==> src/rtl/i2cdf_pkg.sv <==
package i2cdf_pkg;
   localparam int FLAG_SEC  = 0;
   localparam int FLAG_CONT = 1;
   localparam int NUM_FLAGS = 2;

   typedef struct packed {
      logic set;
      logic clr;
   } flag_evt_t;
endpackage

==> src/rtl/i2cdf_addr_match.sv <==
module i2cdf_addr_match #(
   parameter int ADDR_W = 7
) (
   input  logic              clk,
   input  logic              rst_n,
   input  logic              start_det,
   input  logic              frame_valid,
   input  logic [ADDR_W:0]   frame_byte,
   input  logic [ADDR_W-1:0] own_addr,
   input  logic              enable,
   output logic              hit
);
   logic first_q;
   logic addr_eq;

   assign addr_eq = (frame_byte[ADDR_W:1] == own_addr);
   assign hit     = frame_valid & first_q & ~start_det & enable & addr_eq;

   always_ff @(posedge clk or negedge rst_n) begin
      if (!rst_n)           first_q <= 1'b0;
      else if (start_det)   first_q <= 1'b1;
      else if (frame_valid) first_q <= 1'b0;
   end


   first_used_chk: assert property (@(posedge clk) disable iff (!rst_n)
      (frame_valid && !start_det) |=> !first_q);
endmodule

==> src/rtl/i2cdf_flag_cell.sv <==
module i2cdf_flag_cell (
   input  logic clk,
   input  logic rst_n,
   input  logic hw_set,
   input  logic hw_clr,
   input  logic rd_stb,
   input  logic wr_stb,
   input  logic wr_bit,
   output logic flag
);
   logic arm_q;
   logic sw_clr;

   assign sw_clr = wr_stb & ~wr_bit & arm_q;

   always_ff @(posedge clk or negedge rst_n) begin
      if (!rst_n) begin
         flag  <= 1'b0;
         arm_q <= 1'b0;
      end else begin
         if (hw_set)               flag <= 1'b1;
         else if (hw_clr || sw_clr) flag <= 1'b0;

         if (hw_set || hw_clr || wr_stb) arm_q <= 1'b0;
         else if (rd_stb && flag)        arm_q <= 1'b1;
      end
   end


   set_wins_chk: assert property (@(posedge clk) disable iff (!rst_n)
      hw_set |=> flag);

   unarmed_hold_chk: assert property (@(posedge clk) disable iff (!rst_n)
      (wr_stb && !arm_q && !hw_set && !hw_clr) |=> (flag == $past(flag)));
endmodule

==> src/rtl/i2c_dual_addr_flags.sv <==
module i2c_dual_addr_flags
   import i2cdf_pkg::*;
#(
   parameter int ADDR_W = 7
) (
   input  logic              clk,
   input  logic              rst_n,
   input  logic              start_det,
   input  logic              frame_valid,
   input  logic [ADDR_W:0]   frame_byte,
   input  logic [ADDR_W-1:0] sec_addr,
   input  logic              is_master,
   input  logic              is_tx,
   input  logic              alt_fmt,
   input  logic              tdre_set,
   input  logic              rdrf_set,
   input  logic              irq_clr,
   input  logic              reg_rd,
   input  logic              reg_wr,
   input  logic [1:0]        reg_wdata,
   output logic [1:0]        reg_rdata,
   output logic              sec_match_flag,
   output logic              cont_flag
);
   localparam int BYTE_W = ADDR_W + 1;

   generate
      if (ADDR_W < 1 || ADDR_W > 10) begin : g_bad_width
         $error("ADDR_W out of range");
      end
   endgenerate

   flag_evt_t [NUM_FLAGS-1:0] evt;
   logic      [NUM_FLAGS-1:0] flags;
   logic                      hit;
   logic                      buf_evt;

   i2cdf_addr_match #(.ADDR_W(ADDR_W)) u_match (
      .clk         (clk),
      .rst_n       (rst_n),
      .start_det   (start_det),
      .frame_valid (frame_valid),
      .frame_byte  (frame_byte[BYTE_W-1:0]),
      .own_addr    (sec_addr),
      .enable      (~is_master & ~is_tx & ~alt_fmt),
      .hit         (hit)
   );

   assign buf_evt              = tdre_set | rdrf_set;
   assign evt[FLAG_SEC].set    = hit;
   assign evt[FLAG_SEC].clr    = start_det | is_master;
   assign evt[FLAG_CONT].set   = buf_evt & (is_master | flags[FLAG_SEC]);
   assign evt[FLAG_CONT].clr   = irq_clr;

   generate
      for (genvar i = 0; i < NUM_FLAGS; i++) begin : g_flag
         i2cdf_flag_cell u_cell (
            .clk    (clk),
            .rst_n  (rst_n),
            .hw_set (evt[i].set),
            .hw_clr (evt[i].clr),
            .rd_stb (reg_rd),
            .wr_stb (reg_wr),
            .wr_bit (reg_wdata[i]),
            .flag   (flags[i])
         );
      end
   endgenerate

   assign reg_rdata      = flags;
   assign sec_match_flag = flags[FLAG_SEC];
   assign cont_flag      = flags[FLAG_CONT];


   master_hold_chk: assert property (@(posedge clk) disable iff (!rst_n)
      is_master |=> !sec_match_flag);

   start_clear_chk: assert property (@(posedge clk) disable iff (!rst_n)
      start_det |=> !sec_match_flag);

   master_cont_chk: assert property (@(posedge clk) disable iff (!rst_n)
      (is_master && (tdre_set || rdrf_set)) |=> cont_flag);

   irq_clear_chk: assert property (@(posedge clk) disable iff (!rst_n)
      (irq_clr && !tdre_set && !rdrf_set) |=> !cont_flag);

   slave_gate_chk: assert property (@(posedge clk) disable iff (!rst_n)
      (!is_master && !sec_match_flag && !cont_flag) |=> !cont_flag);
endmodule

==> config.mk <==
export PLATFORM = sky130hd
export DESIGN_NAME = i2c_dual_addr_flags
export DESIGN_NICKNAME = d
export VERILOG_FILES = /design/src/rtl/i2cdf_pkg.sv /design/src/rtl/i2cdf_addr_match.sv /design/src/rtl/i2cdf_flag_cell.sv /design/src/rtl/i2c_dual_addr_flags.sv
export SDC_FILE = /design/constraint.sdc
export NUM_CORES = 1
export LEC_CHECK = 0
export CORE_AREA = 3 3 40 42
export DETAILED_ROUTE_END_ITERATION = 10
export DIE_AREA = 0 0 43 45
export GPL_TIMING_DRIVEN = 0
export PLACE_DENSITY = 0.69
export SETUP_SLACK_MARGIN = 0.3
export SLEW_MARGIN = 20
export SYNTH_ARGS = -nofsm -noshare
export SYNTH_HDL_FRONTEND = slang
export SYNTH_SLANG_ARGS = --single-unit
==> constraint.sdc <==
create_clock -name clk -period 1.22 [get_ports clk]
set_input_delay 0.244 -clock clk [delete_from_list [all_inputs] [get_ports clk]]
set_output_delay 0.244 -clock clk [all_outputs]
set_load 0.01 [all_outputs]
==> impl_metrics.prom, run 1 <==
# TYPE chip_impl_metric gauge
chip_impl_info{name="outcome",value="finished, final reports clean"} 1
chip_impl_metric{name="place_area",unit="um^2"} 651
chip_impl_metric{name="die_height",unit="um"} 45
chip_impl_info{name="unrepaired_setup_endpoints_after_global_routing",value="true"} 1
chip_impl_metric{name="cap_viol_max_count",unit=""} 0
chip_impl_info{name="postSynth.topFlopCell",value="dfrtp_1"} 1
chip_impl_metric{name="hold_buffers",unit=""} 0
chip_impl_info{name="post_synth_top_cells",value="7 x xor2_1, 5 x dfrtp_1"} 1
chip_impl_metric{name="start_util",unit="%"} 25.0
chip_impl_metric{name="row_cnt",unit=""} 13
chip_impl_metric{name="final-seq-area",unit="um^2"} 125
chip_impl_metric{name="reg2reg_depth",unit=""} 4
chip_impl_metric{name="first_pass_grt_wire_length",unit="um"} 1580
chip_impl_metric{name="dieArea",unit="mm^2"} 0.00194
chip_impl_metric{name="synth_edf_count",unit=""} 0
chip_impl_metric{name="timing_hold_violations_final",unit=""} 0
chip_impl_metric{name="cpPeakStageDelay",unit="ns"} 0.41
chip_impl_metric{name="vdd.ir_drop.worst",unit="uV"} 358
chip_impl_info{name="library_cell_with_the_largest_summed_area_after_synthesis",value="dfrtp_1"} 1
chip_impl_metric{name="final.setup_skew",unit="ns"} 0.00207
chip_impl_info{name="worstReg2RegEnd",value="g_flag[0].u_cell.arm_q"} 1
chip_impl_metric{name="finalSetupViolCount",unit=""} 0
chip_impl_metric{name="finalWeightedCongestion",unit=""} 0.690
chip_impl_metric{name="synth.ff_latch_count",unit=""} 5
chip_impl_metric{name="cts.path.max_buffers",unit=""} 2
chip_impl_info{name="launching_instance_or_port_of_the_critical_path",value="g_flag[0].u_cell.flag"} 1
chip_impl_metric{name="maxSlewHeadroom",unit="%"} 82.7
chip_impl_metric{name="fin_cells",unit=""} 85
chip_impl_metric{name="maximum_clock_rate",unit="MHz"} 853
chip_impl_metric{name="post-route-drc-count",unit=""} 0
chip_impl_info{name="critPathSlowestCell",value="or4_1"} 1
chip_impl_metric{name="critPathRequiredTime",unit="ns"} 1.38
chip_impl_metric{name="syn-num-nets",unit=""} 62
chip_impl_info{name="setup.worst_path.end",value="g_flag[0].u_cell.arm_q"} 1
chip_impl_metric{name="antenna_violations_before_repair",unit=""} 0
chip_impl_metric{name="cell_count_post_placement",unit=""} 79
chip_impl_metric{name="grt_max_degree",unit=""} 6
chip_impl_metric{name="arrival_worst_endpoint",unit="ns"} 1.33
chip_impl_metric{name="layout.nets",unit=""} 100
chip_impl_metric{name="first_global_vias",unit=""} 387
chip_impl_metric{name="final_cell_area",unit="um^2"} 699
chip_impl_metric{name="cellPowerDensity",unit="mW/mm^2"} 726
chip_impl_info{name="hold_path.class",value="input port to async pin"} 1
chip_impl_metric{name="global_route.overflow_total",unit=""} 0
chip_impl_metric{name="clk_transition_reported_paths",unit="ns"} 0.04
chip_impl_metric{name="synth.yosys.seq_area_share",unit="%"} 38.9
chip_impl_metric{name="synth.distinct_cells",unit=""} 16
chip_impl_metric{name="post-route-period-util",unit="%"} 96.0
chip_impl_metric{name="firstDrtPassIters",unit=""} 3
chip_impl_metric{name="number_of_levels_in_the_clock_h_tree",unit=""} 1
chip_impl_info{name="root_buffer",value="clkbuf_4"} 1
chip_impl_info{name="path_cells",value="buf_6 -> a21oi_2 -> or4_1 -> a31oi_1"} 1
chip_impl_metric{name="critPathMaxFanout",unit=""} 3
chip_impl_metric{name="static-leakage-power",unit="uW"} 0.000347
chip_impl_info{name="synth.top_cells.by_area",value="dfrtp_1 39%, xor2_1 19%, a31o_2 5.4%, buf_4 4.7%, nand3b_1 4.7%"} 1
chip_impl_metric{name="timing.reg2reg.setup_slack",unit="ns"} 0.05
chip_impl_metric{name="vias",unit=""} 394
chip_impl_metric{name="gr-usage-met3",unit="%"} 4.38
chip_impl_metric{name="worst_skew_pair.late_latency",unit="ns"} 0.24
chip_impl_metric{name="place.port_buffers",unit=""} 31
chip_impl_metric{name="m2_gr_usage",unit="%"} 18.9
chip_impl_metric{name="flow.area_growth_from_synthesis",unit="%"} 118
chip_impl_metric{name="numClockSinks",unit=""} 5
chip_impl_info{name="worstSetupEndpointType",value="register"} 1
chip_impl_info{name="synth.most_common_cell",value="xor2_1"} 1
chip_impl_metric{name="core",unit="mm^2"} 0.00128
chip_impl_metric{name="drt-initial-drc-count",unit=""} 4
chip_impl_metric{name="pin_count",unit=""} 33
chip_impl_metric{name="antenna_cells",unit=""} 0
chip_impl_info{name="cts_tree",value="done"} 1
chip_impl_metric{name="yosys_warnings",unit=""} 0
chip_impl_metric{name="avgViaCountPerCell",unit=""} 4.64
chip_impl_metric{name="timing.setup.tns",unit="ns"} 0
chip_impl_metric{name="wl",unit="um"} 931
chip_impl_metric{name="totalPowerFinal",unit="uW"} 508
chip_impl_metric{name="setup_ws",unit="ns"} 0.0483
chip_impl_metric{name="synthesis.area_per_instance",unit="um^2"} 9.74
chip_impl_metric{name="globalRouteTotalUtil",unit="%"} 11.7
chip_impl_metric{name="multi_input_comb_area",unit="um^2"} 195
chip_impl_info{name="critPathKind",value="register to register"} 1
chip_impl_metric{name="tritoncts.num_buffers",unit=""} 3
chip_impl_info{name="critical_path.startpoint_type",value="register"} 1
chip_impl_metric{name="avgRoutedWirePerCell",unit="um"} 11.0
chip_impl_metric{name="width_of_the_chip",unit="um"} 43
chip_impl_metric{name="syn_area",unit="um^2"} 322
chip_impl_metric{name="dp.final_hpwl",unit="um"} 779
chip_impl_metric{name="gr-usage-met1",unit="%"} 11.5
chip_impl_metric{name="drive_above_1_share",unit="%"} 24.3
chip_impl_metric{name="finalCriticalPeriod",unit="ns"} 1.17
chip_impl_metric{name="final_max_slew_viol_count",unit=""} 0
chip_impl_metric{name="yosysTopAreaCellShare",unit="%"} 38.9
chip_impl_metric{name="ant_nets",unit=""} 0
chip_impl_metric{name="async_flop_share",unit="%"} 100
chip_impl_metric{name="synthesis.instances",unit=""} 33
chip_impl_metric{name="place_worst_setup_slack",unit="ns"} -0.268
chip_impl_info{name="global_route.peak_usage_layer",value="met2"} 1
chip_impl_metric{name="worstMarginPinSlew",unit="ns"} 0.257
chip_impl_info{name="r2r-start",value="g_flag[0].u_cell.flag"} 1
chip_impl_metric{name="n_fill_cell",unit=""} 137
## critical path, delay by kind of cell (launching register included)
kind | cells | cell delay (ns)
AND/OR/NAND/NOR | 1 | 0.41
buffers and inverters | 1 | 0.12
flip-flops | 1 | 0.38
AO/OA/AOI/OAI | 2 | 0.19
## registers in the layout (all words and copies together) (netlist names)
register,count
g_flag.u_cell.arm_q,2
g_flag.u_cell.flag,2
u_match.first_q,1
## per-stage QoR
step | utilization [%] | hold slack, ns
after detailed placement | 50.6 | 0.472
after global routing | 54.4 | 0.226
after floorplan | - | -0.0516
after global placement | 50.6 | 0.450
after CTS | 53.0 | 0.218
final | 54.4 | 0.221
## where the power goes
group,leakage [uW],switching [uW],internal [uW],total [uW]
Combinational,0.000268,50.0,96.0,146
Sequential,0.0000639,4.13,173,177
Clock,0.0000150,61.4,123,185
## cell usage in the layout, fill, tap and decap left out, types with 2 or more instances in the layout
cell type,netlist,routed
a31o_2,2,2
buf_2,0,2
buf_4,2,2
buf_6,0,4
clkbuf_4,0,3
clkdlybuf4s50_1,0,10
dfrtp_1,5,5
dlygate4sd2_1,0,15
dlymetal6s2s_1,0,2
inv_1,2,2
nand3b_1,2,2
nor2_1,2,2
nor4_2,0,2
xor2_1,7,7
## cell type report
type / count / share of cell area, %
Timing Repair Buffer: 33 / 44.0
Multi-Input combinational cell: 24 / 27.9
Sequential cell: 5 / 17.9
Clock buffer: 4 / 3.76
Buffer: 2 / 2.68
Tap cell: 15 / 2.68
Inverter: 2 / 1.07
## worst min-delay path by stage
stage	end	slack (ns)	depth (start not counted)
global route	u_match.first_q	0.23	1
finish	u_match.first_q	0.22	1
floorplan	g_flag[0].u_cell.arm_q	-0.05	0
CTS	u_match.first_q	0.22	1
global placement	u_match.first_q	0.45	1
detailed placement	u_match.first_q	0.47	1
## repair_timing
item                       in CTS  in global routing
pin swaps                      15                  4
gates resized for setup        38                  3
buffers inserted                1                  1
setup endpoints to repair       8                  8
hold endpoints to repair        0                  0
## cells by family after synthesis
| logic type | share of synthesized area, % |
|---|---|
| compound gates | 15.6 |
| xor+xnor | 19.1 |
| buf+inv | 7.00 |
| flops | 38.9 |
| simple gates | 19.5 |
## per-layer routing
metal	up-vias	part of all wire, %
met3	4	14
met5	-	0
met2	26	51
li1	191	-
met1	173	32
met4	0	2.8
Power figures use the tool's default switching activity.
==> run 2, diff against run 1 <==
--- a/config.mk
+++ b/config.mk
@@ -11,6 +11,7 @@
 export GPL_TIMING_DRIVEN = 0
 export PLACE_DENSITY = 0.69
 export SETUP_SLACK_MARGIN = 0.3
+export SKIP_LAST_GASP = 1
 export SLEW_MARGIN = 20
 export SYNTH_ARGS = -nofsm -noshare
 export SYNTH_HDL_FRONTEND = slang
==> results of run 2 <==
The final DEF is identical to that of run 1; final timing and power are the same.
==> run 3, diff against run 2 <==
--- a/config.mk
+++ b/config.mk
@@ -12,7 +12,6 @@
 export PLACE_DENSITY = 0.69
 export SETUP_SLACK_MARGIN = 0.3
 export SKIP_LAST_GASP = 1
-export SLEW_MARGIN = 20
 export SYNTH_ARGS = -nofsm -noshare
 export SYNTH_HDL_FRONTEND = slang
 export SYNTH_SLANG_ARGS = --single-unit
==> results of run 3 <==
The final DEF is identical to that of run 1; final timing and power are the same.
